**src/rtl/tdm_rx_pkg.sv**
```systemverilog
package tdm_rx_pkg;
  localparam int unsigned TDM_SLOT_BITS = 8;
  localparam int unsigned TDM_NUM_SLOTS = 32;

  // Per-bit action decided by the position counter, consumed by the assembler
  typedef enum logic [1:0] {
    ACT_IDLE  = 2'd0,  // not locked, bit ignored
    ACT_ALIGN = 2'd1,  // frame marker: bit is bit 0 of slot 0
    ACT_SHIFT = 2'd2,  // ordinary bit inside a slot
    ACT_CLOSE = 2'd3   // last bit of a slot: emit the byte
  } pos_act_t;
endpackage

```
**src/rtl/tdm_rst_sync.sv**
```systemverilog
module tdm_rst_sync #(
  parameter int unsigned STAGES = 2
) (
  input  logic clk,
  input  logic rst_n,
  output logic rst_core_n
);
  logic [STAGES-1:0] sync_q;

  always_ff @(posedge clk or negedge rst_n) begin
    if (!rst_n) sync_q <= '0;
    else        sync_q <= {sync_q[STAGES-2:0], 1'b1};
  end

  assign rst_core_n = sync_q[STAGES-1];
endmodule

```
**src/rtl/tdm_slot_counter.sv**
```systemverilog
module tdm_slot_counter
  import tdm_rx_pkg::*;
#(
  parameter  int unsigned SLOT_BITS = TDM_SLOT_BITS,
  parameter  int unsigned NUM_SLOTS = TDM_NUM_SLOTS,
  localparam int unsigned BIT_W     = (SLOT_BITS > 1) ? $clog2(SLOT_BITS) : 1,
  localparam int unsigned SLOT_W    = (NUM_SLOTS > 1) ? $clog2(NUM_SLOTS) : 1
) (
  input  logic              clk,
  input  logic              rst_n,
  input  logic              frame_mark,
  output pos_act_t          act,
  output logic [SLOT_W-1:0] slot_idx,
  output logic              framed
);
  localparam logic [BIT_W-1:0]  BIT_LAST  = BIT_W'(SLOT_BITS - 1);
  localparam logic [SLOT_W-1:0] SLOT_LAST = SLOT_W'(NUM_SLOTS - 1);

  logic [BIT_W-1:0]  bit_q, bit_d;
  logic [SLOT_W-1:0] slot_q, slot_d;
  logic              framed_q, framed_d;
  logic              pos_en;

  // Decide what the bit sampled this cycle means; the marker wins over all
  always_comb begin
    if (frame_mark)          act = ACT_ALIGN;
    else if (!framed_q)      act = ACT_IDLE;
    else if (bit_q == BIT_LAST) act = ACT_CLOSE;
    else                     act = ACT_SHIFT;
  end

  always_comb begin
    bit_d    = bit_q;
    slot_d   = slot_q;
    framed_d = framed_q;
    pos_en   = 1'b1;
    unique case (act)
      ACT_ALIGN: begin
        bit_d    = BIT_W'(1);
        slot_d   = '0;
        framed_d = 1'b1;
      end
      ACT_SHIFT: bit_d = bit_q + BIT_W'(1);
      ACT_CLOSE: begin
        bit_d  = '0;
        slot_d = (slot_q == SLOT_LAST) ? '0 : slot_q + SLOT_W'(1);
      end
      default:   pos_en = 1'b0;
    endcase
  end

  always_ff @(posedge clk or negedge rst_n) begin
    if (!rst_n) begin
      bit_q    <= '0;
      slot_q   <= '0;
      framed_q <= 1'b0;
    end else if (pos_en) begin
      bit_q    <= bit_d;
      slot_q   <= slot_d;
      framed_q <= framed_d;
    end
  end

  assign slot_idx = slot_q;
  assign framed   = framed_q;
endmodule

```
**src/rtl/tdm_byte_assembler.sv**
```systemverilog
module tdm_byte_assembler
  import tdm_rx_pkg::*;
#(
  parameter  int unsigned SLOT_BITS = TDM_SLOT_BITS,
  parameter  int unsigned NUM_SLOTS = TDM_NUM_SLOTS,
  localparam int unsigned SLOT_W    = (NUM_SLOTS > 1) ? $clog2(NUM_SLOTS) : 1,
  localparam int unsigned PART_W    = SLOT_BITS - 1
) (
  input  logic                 clk,
  input  logic                 rst_n,
  input  pos_act_t             act,
  input  logic                 ser_in,
  input  logic [SLOT_W-1:0]    slot_idx,
  output logic [SLOT_BITS-1:0] out_byte,
  output logic [SLOT_W-1:0]    out_slot,
  output logic                 out_valid
);
  // Only the first SLOT_BITS-1 bits are stored; the last one joins on the fly
  logic [PART_W-1:0]    part_q, part_d;
  logic                 part_en;
  logic [SLOT_BITS-1:0] whole;
  logic [SLOT_BITS-1:0] byte_q;
  logic [SLOT_W-1:0]    slot_q;
  logic                 valid_q, valid_d;
  logic                 load_en;

  assign whole = {part_q, ser_in};

  always_comb begin
    part_d  = part_q;
    part_en = 1'b1;
    unique case (act)
      ACT_ALIGN: part_d = PART_W'(ser_in);   // drop whatever was gathered
      ACT_SHIFT: part_d = PART_W'(whole);
      ACT_CLOSE: part_d = '0;
      default:   part_en = 1'b0;
    endcase
    valid_d = (act == ACT_CLOSE);
    load_en = valid_d;
  end

  always_ff @(posedge clk or negedge rst_n) begin
    if (!rst_n) begin
      part_q  <= '0;
      byte_q  <= '0;
      slot_q  <= '0;
      valid_q <= 1'b0;
    end else begin
      valid_q <= valid_d;
      if (part_en) part_q <= part_d;
      if (load_en) begin
        byte_q <= whole;
        slot_q <= slot_idx;
      end
    end
  end

  assign out_byte  = byte_q;
  assign out_slot  = slot_q;
  assign out_valid = valid_q;
endmodule

```
**src/rtl/tdm_deframer.sv**
```systemverilog
module tdm_deframer
  import tdm_rx_pkg::*;
#(
  parameter  int unsigned SLOT_BITS = TDM_SLOT_BITS,
  parameter  int unsigned NUM_SLOTS = TDM_NUM_SLOTS,
  localparam int unsigned SLOT_W    = (NUM_SLOTS > 1) ? $clog2(NUM_SLOTS) : 1
) (
  input  logic                 clk,
  input  logic                 rst_n,
  input  logic                 ser_in,
  input  logic                 frame_mark,
  output logic [SLOT_BITS-1:0] chan_byte,
  output logic [SLOT_W-1:0]    chan_slot,
  output logic                 chan_valid,
  output logic                 locked
);
  logic              rst_core_n;
  pos_act_t          act;
  logic [SLOT_W-1:0] slot_idx;

  tdm_rst_sync #(.STAGES(2)) u_rst_sync (
    .clk        (clk),
    .rst_n      (rst_n),
    .rst_core_n (rst_core_n)
  );

  tdm_slot_counter #(.SLOT_BITS(SLOT_BITS), .NUM_SLOTS(NUM_SLOTS)) u_slot_counter (
    .clk        (clk),
    .rst_n      (rst_core_n),
    .frame_mark (frame_mark),
    .act        (act),
    .slot_idx   (slot_idx),
    .framed     (locked)
  );

  tdm_byte_assembler #(.SLOT_BITS(SLOT_BITS), .NUM_SLOTS(NUM_SLOTS)) u_byte_assembler (
    .clk       (clk),
    .rst_n     (rst_core_n),
    .act       (act),
    .ser_in    (ser_in),
    .slot_idx  (slot_idx),
    .out_byte  (chan_byte),
    .out_slot  (chan_slot),
    .out_valid (chan_valid)
  );
endmodule

```
**config.mk**
```make
export PLATFORM = sky130hd
export DESIGN_NAME = tdm_deframer
export DESIGN_NICKNAME = d
export VERILOG_FILES = /design/src/rtl/tdm_rx_pkg.sv /design/src/rtl/tdm_rst_sync.sv /design/src/rtl/tdm_slot_counter.sv /design/src/rtl/tdm_byte_assembler.sv /design/src/rtl/tdm_deframer.sv
export SDC_FILE = /design/constraint.sdc
export NUM_CORES = 1
export LEC_CHECK = 0
export ABC_AREA = 1
export ABC_CLOCK_PERIOD_IN_PS = 1550
export BUFFER_PORTS_ARGS = -buffer_cell sky130_fd_sc_hd__buf_2
export CAP_MARGIN = 20
export CORE_MARGIN = 3
export CORE_UTILIZATION = 30
export DETAILED_ROUTE_END_ITERATION = 12
export SETUP_SLACK_MARGIN = 0.4
export SKIP_CTS_REPAIR_TIMING = 1
export SLEW_MARGIN = 20
export SYNTH_ARGS = -nofsm -noshare
export SYNTH_HDL_FRONTEND = slang
export SYNTH_SLANG_ARGS = --single-unit
```
**constraint.sdc**
```tcl
create_clock -name clk -period 1.55 [get_ports clk]
set_input_delay 0.155 -clock clk [delete_from_list [all_inputs] [get_ports clk]]
set_output_delay 0.155 -clock clk [all_outputs]
set_load 0.02 [all_outputs]
```
==> impl_metrics.json, run 1 <==
{
  "syn-num-nets": 135,
  "cts_sinks": 32,
  "io_buffer_count": 18,
  "track_usage_pct": 11.04,
  "min_period_over_period_pct": 83.27,
  "fin_total_pwr_w": 0.002088,
  "place_hpwl_microns": 1696,
  "die_w_microns": 71.45,
  "ys_seq_elements": 32,
  "required_ps": 1740,
  "drc": 0,
  "synth_cells": 127,
  "via_count": 954,
  "cts_tree": "built",
  "root_buffer": "clkbuf_8",
  "yosysTopAreaCell": "dfrtp_1",
  "drv_slew": 0,
  "critPathLaunchType": "flip-flop",
  "grt_max_degree": 31,
  "critPathMaxFanout": 5,
  "num_antenna_cells": 0,
  "drv_cap": 0,
  "ant_nets": 0,
  "cp.arrival_ps": 1480,
  "hold_viol_final": 0,
  "rsz0062_at_grt": "true",
  "row_count": 23,
  "ir_worst_vdd_mv": 0.5802,
  "yosysUniqueCellTypes": 17,
  "gp_congestion": 0.8138,
  "layout_commonest_cell": "dfrtp_1",
  "wirelength_microns": 2748,
  "die_area_sq_mm": 0.005104,
  "synth_warnings": 0,
  "core-area_sq_mm": 0.004058,
  "timing.rr.end": "u_slot_counter.slot_idx[0]",
  "critPathKind": "flip-flop to flip-flop",
  "drtPass1Iterations": 3,
  "grt_pass1_wl_microns": 4278,
  "fin_crit_ps": 1291,
  "wire_per_inst_microns": 12.96,
  "power.density_mw_per_mm2": 1194,
  "syn_to_final_growth_pct": 36.12,
  "place_area_sq_mm": 0.001448,
  "io_pins": 19,
  "status": "completed",
  "setup_viol_count_final": 0,
  "drive_gt1_share_pct": 40.12,
  "die_h_microns": 71.45,
  "initialDrtViolationCount": 49,
  "final.setup.tns_ps": 0,
  "syn_area_sq_mm": 0.001285,
  "r2r-start": "u_slot_counter.bit_q[0]",
  "fmaxAchievable_ghz": 0.7748,
  "endpoint": "u_slot_counter.slot_idx[0]",
  "synth.top_cell.area_share_pct": 62.32,
  "synth_area_per_cell_sq_um": 10.12,
  "ff2ff_path_depth": 6,
  "synth.area.top_cells": "dfrtp_1 (62%), nand2_1 (9.6%), o21ai_0 (5.1%)",
  "ys_seq_area_share_pct": 62.32,
  "hold_class": "input pin to flip-flop",
  "final_cell_mix": "dfrtp_1 (30), nand2_1 (26), buf_2 (18), inv_1 (14), o21ai_0 (8)",
  "design_area_sq_mm": 0.001749,
  "initial_core_util_pct": 31.67,
  "h-tree-depth": 2,
  "cp-end-kind": "flip-flop",
  "fill_cells": 396,
  "crit_start": "u_slot_counter.bit_q[0]",
  "hp-start": "ser_in",
  "r2r_setup_slack_ps": 260,
  "fin_worst_skew_ps": 4.699,
  "antenna_found_initial": 0,
  "clk_latency_ps": 280,
  "cts_buffers": 5,
  "clockBufferDepth": 2,
  "power_leakage_nw": 0.8467,
  "fin_nets": 169,
  "grt_pass1_vias": 931,
  "clk_pin_slew_ps": 60,
  "viasPerCell": 4.500,
  "overflow": 0
}
where the power goes:
group | leakage, nW | internal (W) | switching [W]
Sequential | 0.424 | 0.000935 | 0.0000707
Clock | 0.0455 | 0.000361 | 0.000284
Combinational | 0.377 | 0.000188 | 0.000249
Total | 0.847 | 0.00148 | 0.000605
worst min path at each step:
stage | endpoint | slack [ps] | cells past startpoint
6_report | u_byte_assembler.out_byte[0] | 110 | 3
5_1_grt | u_byte_assembler.out_byte[0] | 110 | 3
4_1_cts | u_rst_sync.sync_q[0] | -370 | 1
3_5_place_dp | u_rst_sync.sync_q[0] | -60 | 1
3_3_place_gp | u_rst_sync.sync_q[0] | -60 | 1
2_1_floorplan | u_rst_sync.sync_q[0] | -140 | 0
metrics by stage:
| step | hold slack [ps] | cells | setup slack [ps] | util (%) |
|---|---|---|---|---|
| 2_1_floorplan | -140.6 | 127 | 312.9 | - |
| 5_1_grt | 110.3 | 212 | 177.5 | 43.11 |
| 4_1_cts | -371.6 | 202 | 140.9 | 37.90 |
| 3_3_place_gp | -59.11 | 194 | 232.0 | 35.68 |
| 6_report | 108.6 | 212 | 259.4 | 43.11 |
| 3_5_place_dp | -58.42 | 194 | 160.1 | 35.68 |
state kept, by name (all words and copies together), names as in the netlist:
name and count:
u_byte_assembler.out_byte 8, u_slot_counter.framed 1, u_rst_sync.sync_q 2, u_byte_assembler.part_q 7, u_slot_counter.bit_q 3, u_byte_assembler.out_valid 1, u_byte_assembler.out_slot 5, u_slot_counter.slot_idx 5
cell type report:
class	instances	area [sq um]	area share (%)
multi-input combinational	78	550.5	31.47
sequential	32	803.3	45.92
inverter	16	67.56	3.863
tap	50	62.56	3.577
clock buffer	8	90.09	5.150
timing repair buffer	28	175.2	10.01
logic make-up (layout without fill, tap and decap cells):
family | count (synthesis) | in the layout | synth area share (%)
AO/OA/AOI/OAI | 22 | 22 | 9.153
flip-flops | 32 | 32 | 62.32
buffers and inverters | 18 | 52 | 6.427
XOR/XNOR | 1 | 1 | 0.6817
adder cells (fa/ha/maj) | 4 | 4 | 3.895
other | 1 | 1 | 0.2918
AND/OR/NAND/NOR | 49 | 50 | 17.23
metal layers:
| metal | part of all wire, % | GRT usage, % | up-vias |
|---|---|---|---|
| met5 | 0 | 0 | - |
| met4 | 2.4 | 5.637 | 0 |
| met3 | 5.5 | 5.330 | 6 |
| met2 | 49 | 17.14 | 18 |
| met1 | 43 | 12.63 | 453 |
| li1 | - | - | 477 |
critical path, cell delays in order (launching register included):
cell and delay, ps:
dfrtp_1 400, ha_4 160, ha_4 150, nand2_8 80, nor2_4 180, nand2_1 90, o21ai_1 160
synthesized netlist by cell type:
library cell and instances:
nand2_1 33, dfrtp_1 32, inv_1 16, o21ai_0 13
nand3_1 7, o22ai_1 6, ha_1 4, nor2_1 3
o21ai_1 3, buf_6 2, nand2_4 2, conb_1 1
nand2_2 1, nand4_1 1, nor2_4 1, nor3_1 1
xnor2_1 1
No activity file was read; power rests on OpenSTA's default activity.
==> run 2: changes to the inputs <==
Settings changed: ABC_AREA 1 to 0, ABC_CLOCK_PERIOD_IN_PS 1550 to 1250.
Clock period 1.55 ns to 1.25 ns, I/O delays scaled along.
==> run 2 against run 1 <==
First-iteration DRC count down 33%. Sequential share of layout area decreased by 5.5 points. The run now ends with negative setup slack left. Die area grew 4.2%. Non-clock buffer count rose by 21. Synthesized cell count down 20%. Clock power is 15% higher. Setup slack got worse by 650 ps. Global-route usage decreased by 0.12 points. Largest cell class unchanged. Utilization grew 4.5 points. Fmax shrank 21%. Critical path type unchanged. Final cell count is 3.8% lower.
==> impl_metrics.json, run 2 <==
{
  "fin_nets": 161,
  "cp.arrival_ps": 1850,
  "ys_top_cells_by_count": "dfrtp_1 (32), nor2_1 (12), mux2_4 (9)",
  "met2_length_microns": 1383,
  "ys_seq_elements": 32,
  "synth_area_per_cell_sq_um": 13.30,
  "clk_latency_ps": 290,
  "fmaxAchievable_ghz": 0.6086,
  "overflow": 0,
  "multi_input_comb_area_sq_um": 576.8,
  "power_leakage_nw": 1.001,
  "num_antenna_cells": 0,
  "grt_max_degree": 31,
  "yosysUniqueCellTypes": 28,
  "critPathKind": "flip-flop to flip-flop",
  "cts_tree": "built",
  "layout_commonest_cell": "dfrtp_1",
  "r2r-start": "u_slot_counter.slot_idx[1]",
  "die_area_sq_mm": 0.005318,
  "core-area_sq_mm": 0.004173,
  "postSynth.asyncResetShare_pct": 100.0,
  "synth.area.top_cells": "dfrtp_1 (60%), mux2_4 (10%), ha_1 (3.7%)",
  "final.setup.tns_ps": -6481,
  "track_usage_pct": 10.92,
  "synth-edff-count": 0,
  "min_delay_worst_endpoint": "u_byte_assembler.out_byte[0]",
  "violations": "negative setup slack",
  "critPathLaunchType": "flip-flop",
  "drv_cap": 0,
  "power.density_mw_per_mm2": 1244,
  "hold_class": "input pin to flip-flop",
  "register_area_sq_um": 803.3,
  "drtPass1Iterations": 4,
  "viasPerCell": 4.735,
  "wl_met1_microns": 1117,
  "syn-num-nets": 109,
  "dp_cells": 183,
  "met3WireLength_microns": 130,
  "row_count": 23,
  "synth_warnings": 0,
  "critPathMaxFanout": 4,
  "antenna_found_initial": 0,
  "place_hpwl_microns": 1840,
  "timing.rr.end": "u_slot_counter.slot_idx[2]",
  "yosysMostFrequentCell": "dfrtp_1",
  "root_buffer": "clkbuf_8",
  "largest_register_ffs": 8,
  "setup_viol_count_final": 28,
  "drv_slew": 0,
  "place_area_sq_mm": 0.001648,
  "clockBufferDepth": 2,
  "syn_to_final_growth_pct": 47.86,
  "required_ps": 1450,
  "routed.top_layer": "met4",
  "synthFlopType": "dfrtp_1",
  "cts_buffers": 5,
  "initialDrtViolationCount": 33,
  "hp-start": "ser_in",
  "fin_crit_ps": 1643,
  "r2r_setup_slack_ps": -390,
  "yosysTopAreaCell": "dfrtp_1",
  "final_cell_mix": "dfrtp_1 (30), buf_4 (23), buf_6 (21), nor2_1 (11), mux2_4 (9)",
  "gp_congestion": 0.7204,
  "setup_ws_ps": -393.2,
  "ir_worst_vdd_mv": 0.5191,
  "syn_area_sq_mm": 0.001344,
  "synth.top_cell.area_share_pct": 59.59,
  "drive_gt1_share_pct": 55.19,
  "min_period_over_period_pct": 131.5,
  "grt_pass1_vias": 907,
  "ys_seq_area_share_pct": 59.59,
  "fill_cells": 376,
  "cts_sinks": 32,
  "cp-end-kind": "flip-flop",
  "die_w_microns": 72.93,
  "fin_total_pwr_w": 0.002472,
  "design_area_sq_mm": 0.001987,
  "final_core_util_pct": 47.62,
  "clk_pin_slew_ps": 70,
  "h-tree-depth": 2,
  "status": "complete, but fails checks",
  "rsz0062_at_grt": "true",
  "wire_per_inst_microns": 13.34,
  "ff2ff_path_depth": 5,
  "io_pins": 19,
  "hold_viol_final": 0,
  "via_count": 966,
  "synth_cells": 101,
  "wirelength_microns": 2721,
  "fin_worst_skew_ps": 9.788,
  "io_buffer_count": 18,
  "ant_nets": 0,
  "hold_depth": 2,
  "drc": 0,
  "final_cells": 204,
  "initial_core_util_pct": 32.20,
  "grt_pass1_wl_microns": 4236,
  "die_h_microns": 72.93
}
run 2: cell count changes after synthesis, moves of 2 or more:
| cell | delta |
|---|---|
| mux2i_1 | +2 |
| mux2_4 | +9 |
| o21ai_0 | -11 |
| o22ai_1 | -6 |
| nand2_1 | -29 |
| nand3_1 | -4 |
| a21oi_1 | +5 |
| o21ai_1 | -3 |
| a2bb2oi_1 | +2 |
| inv_1 | -15 |
| mux2_2 | +4 |
| nor2_1 | +9 |
| a22oi_1 | +6 |
run 2: how the worst max path moves through the flow:
stage | start | endpoint | slack (ps) | cells past startpoint
after floorplan | u_slot_counter.bit_q[0] | u_byte_assembler.out_byte[0] | -410 | 7
after global placement | u_slot_counter.slot_idx[1] | u_slot_counter.slot_idx[3] | -340 | 5
after detailed placement | u_slot_counter.slot_idx[1] | u_slot_counter.slot_idx[3] | -390 | 5
after CTS | u_slot_counter.slot_idx[1] | u_slot_counter.slot_idx[3] | -380 | 5
after global routing | u_slot_counter.slot_idx[1] | u_slot_counter.slot_idx[2] | -420 | 5
final | u_slot_counter.slot_idx[1] | u_slot_counter.slot_idx[2] | -390 | 5
run 2: cells by family (layout without fill, tap and decap cells):
group | after synthesis | in the layout | synth area share (%)
DFF | 32 | 32 | 59.59
and+or+nand+nor | 26 | 26 | 9.684
AOI/OAI and AO/OA | 17 | 17 | 8.287
muxes | 15 | 15 | 14.90
buffers and inverters | 6 | 59 | 3.537
adders and majority gates | 4 | 4 | 3.725
other | 1 | 1 | 0.2791
run 2: worst max-delay path, cell delays in order, from the launching register on:
cell,delay [ps]
dfrtp_1,380
ha_2,190
and3_4,190
ha_4,160
or4b_1,490
a21oi_1,160
run 2: final cells by class:
cell class                 instances  area share (%)
inverter                           2          0.4408
sequential                        32           40.43
clock buffer                       7           3.841
tap                               50           3.149
timing repair buffer              49           22.86
multi-input combinational         63           29.03
clock inverter                     1          0.2519
run 2: power breakdown:
group          internal (W)  switching (W)  total (W)  leakage, nW
sequential          0.00113      0.0000645    0.00119        0.422
combinational      0.000326       0.000216   0.000542        0.536
clock              0.000390       0.000351   0.000740       0.0422
run 2: metal layers:
layer,vias up,GRT usage (%)
li1,459,-
met1,474,11.90
met2,24,17.23
met3,9,4.545
met4,0,7.377
met5,-,0
run 2: metrics by stage:
step           worst slack, ps  hold slack, ps
2_1_floorplan           -410.0          -170.6
3_3_place_gp            -336.1          -88.74
3_5_place_dp            -387.1          -88.75
4_1_cts                 -383.2          -396.9
5_1_grt                 -421.5           83.59
6_report                -393.2           88.98
==> run 3: changes to the inputs <==
Settings changed: ABC_CLOCK_PERIOD_IN_PS 1250 to 1750, GPL_TIMING_DRIVEN set to 0.
Clock period 1.25 ns to 1.75 ns, I/O delays scaled along.
==> run 3 against run 2 <==
The run still ends with negative setup slack left. Setup slack better by 370 ps. Sequential cell count is the same. Sequential power fell by 28%. Clock power fell by 21%. Final area down 14%. Fmax fell by 7.3%. Via count decreased by 9.3%. Routed wire length shrank 10%. Register-to-register slack improved by 370 ps. Die area is the same. Global-route usage down 0.36 points.
==> impl_metrics.json, run 3 (same netlist as run 2, synthesis figures left out) <==
{
  "critPathKind": "flip-flop to flip-flop",
  "fin_worst_skew_ps": 9.623,
  "antenna_found_initial": 0,
  "fmaxAchievable_ghz": 0.5641,
  "largest_register_ffs": 8,
  "io_buffer_count": 18,
  "drv_slew": 0,
  "violations": "negative setup slack",
  "root_buffer": "clkbuf_8",
  "path_cells": "ha_2 -> ha_4 -> nand2_4 -> or2_1 -> buf_6 -> buf_12 -> mux2_4",
  "critPathMaxFanout": 10,
  "critPathLaunchType": "flip-flop",
  "gp_congestion": 0.7637,
  "row_count": 23,
  "initial_core_util_pct": 32.20,
  "track_usage_pct": 10.56,
  "grt_pass1_wl_microns": 4160,
  "drtPass1Iterations": 4,
  "drc": 0,
  "final_cells": 186,
  "grt_max_degree": 31,
  "h-tree-depth": 2,
  "ir_worst_vdd_mv": 0.2280,
  "wirelength_microns": 2446,
  "die_w_microns": 72.93,
  "drive_gt1_share_pct": 44.12,
  "power_leakage_nw": 0.8685,
  "fill_cells": 374,
  "initialDrtViolationCount": 39,
  "num_antenna_cells": 0,
  "clockBufferDepth": 2,
  "syn_to_final_growth_pct": 26.63,
  "fin_total_pwr_w": 0.001687,
  "overflow": 0,
  "core-area_sq_mm": 0.004173,
  "hold_class": "input pin to flip-flop",
  "grt_pass1_vias": 882,
  "clk_pin_slew_ps": 70,
  "io_pins": 19,
  "drv_cap": 0,
  "crit_buf_inv": 2,
  "viasPerCell": 4.710,
  "place_area_sq_mm": 0.001535,
  "r2r_setup_slack_ps": -20,
  "tightest_slew_ps": 633.9,
  "setup_viol_count_final": 10,
  "rsz0062_at_grt": "true",
  "die_h_microns": 72.93,
  "cp-end-kind": "flip-flop",
  "design_area_sq_mm": 0.001702,
  "power.density_mw_per_mm2": 991.3,
  "die_area_sq_mm": 0.005318,
  "via_count": 876,
  "cp.arrival_ps": 1940,
  "cts_tree": "built",
  "fin_nets": 143,
  "setup_ws_ps": -22.62,
  "slowest_delay_ps": 390,
  "clk_latency_ps": 290,
  "hold-worst-slack_ps": 132.9,
  "hold_viol_final": 0,
  "place_hpwl_microns": 1623,
  "final_cell_mix": "dfrtp_1 (31), buf_2 (18), nor2_1 (12), mux2_4 (10), buf_4 (8)",
  "critPathTopFamily": "flip-flops",
  "crit_slowest_cell": "dfrtp_1",
  "wire_per_inst_microns": 13.15,
  "cts_buffers": 5,
  "fin_crit_ps": 1773,
  "min_period_over_period_pct": 101.3,
  "ant_nets": 0,
  "cts_sinks": 32,
  "status": "complete, but fails checks",
  "slew_headroom_pct": 57.74,
  "dp_cells": 169,
  "layout_commonest_cell": "dfrtp_1",
  "required_ps": 1920
}
==> run 3: final cells by class <==
class                           count  area [sq um]  area share (%)
Tap cell                           50         62.56           3.676
Multi-Input combinational cell     63         536.8           31.54
Sequential cell                    32         802.0           47.13
Timing Repair Buffer               27         160.2           9.412
Clock inverter                      2         10.01          0.5882
Inverter                            2         7.507          0.4412
Clock buffer                        6         82.58           4.853
Buffer                              4         40.04           2.353
==> run 3: routing by layer <==
metal | routed length, microns | global-route usage [%] | up-vias
met2 | 1193 | 16.93 | 16
met5 | 0 | 0 | -
met4 | 64 | 5.533 | 0
li1 | - | - | 420
met1 | 1059 | 11.53 | 433
met3 | 129 | 5.096 | 7
==> run 3: power breakdown <==
group | internal (W) | leakage (nW) | switching [W]
Sequential | 0.000803 | 0.423 | 0.0000503
Combinational | 0.000126 | 0.395 | 0.000121
Clock | 0.000313 | 0.0510 | 0.000274
Total | 0.00124 | 0.869 | 0.000445
==> run 3: final timing paths <==
check / startpoint / end / cells past startpoint
setup / recovery: u_slot_counter.bit_q[0] / u_byte_assembler.out_byte[7] / 7
hold / removal: ser_in / u_byte_assembler.out_byte[0] / 2
setup reg to reg: u_slot_counter.bit_q[0] / u_byte_assembler.out_byte[7] / 7
hold reg to reg: u_rst_sync.sync_q[1] / u_byte_assembler.out_byte[2] / 0
max in group asynchronous: u_rst_sync.sync_q[1] / u_byte_assembler.out_byte[7] / 0
min in group asynchronous: rst_n / u_rst_sync.sync_q[1] / 2
==> run 3: metrics by stage <==
step / setup slack (ps) / util [%] / TNS, ps
2_1_floorplan: 84.70 / - / 0
3_3_place_gp: 0.8554 / 36.76 / 0
3_5_place_dp: -27.11 / 36.79 / -196.4
4_1_cts: -51.29 / 39.01 / -422.1
5_1_grt: -84.67 / 40.78 / -868.8
6_report: -22.62 / 40.78 / -169.6
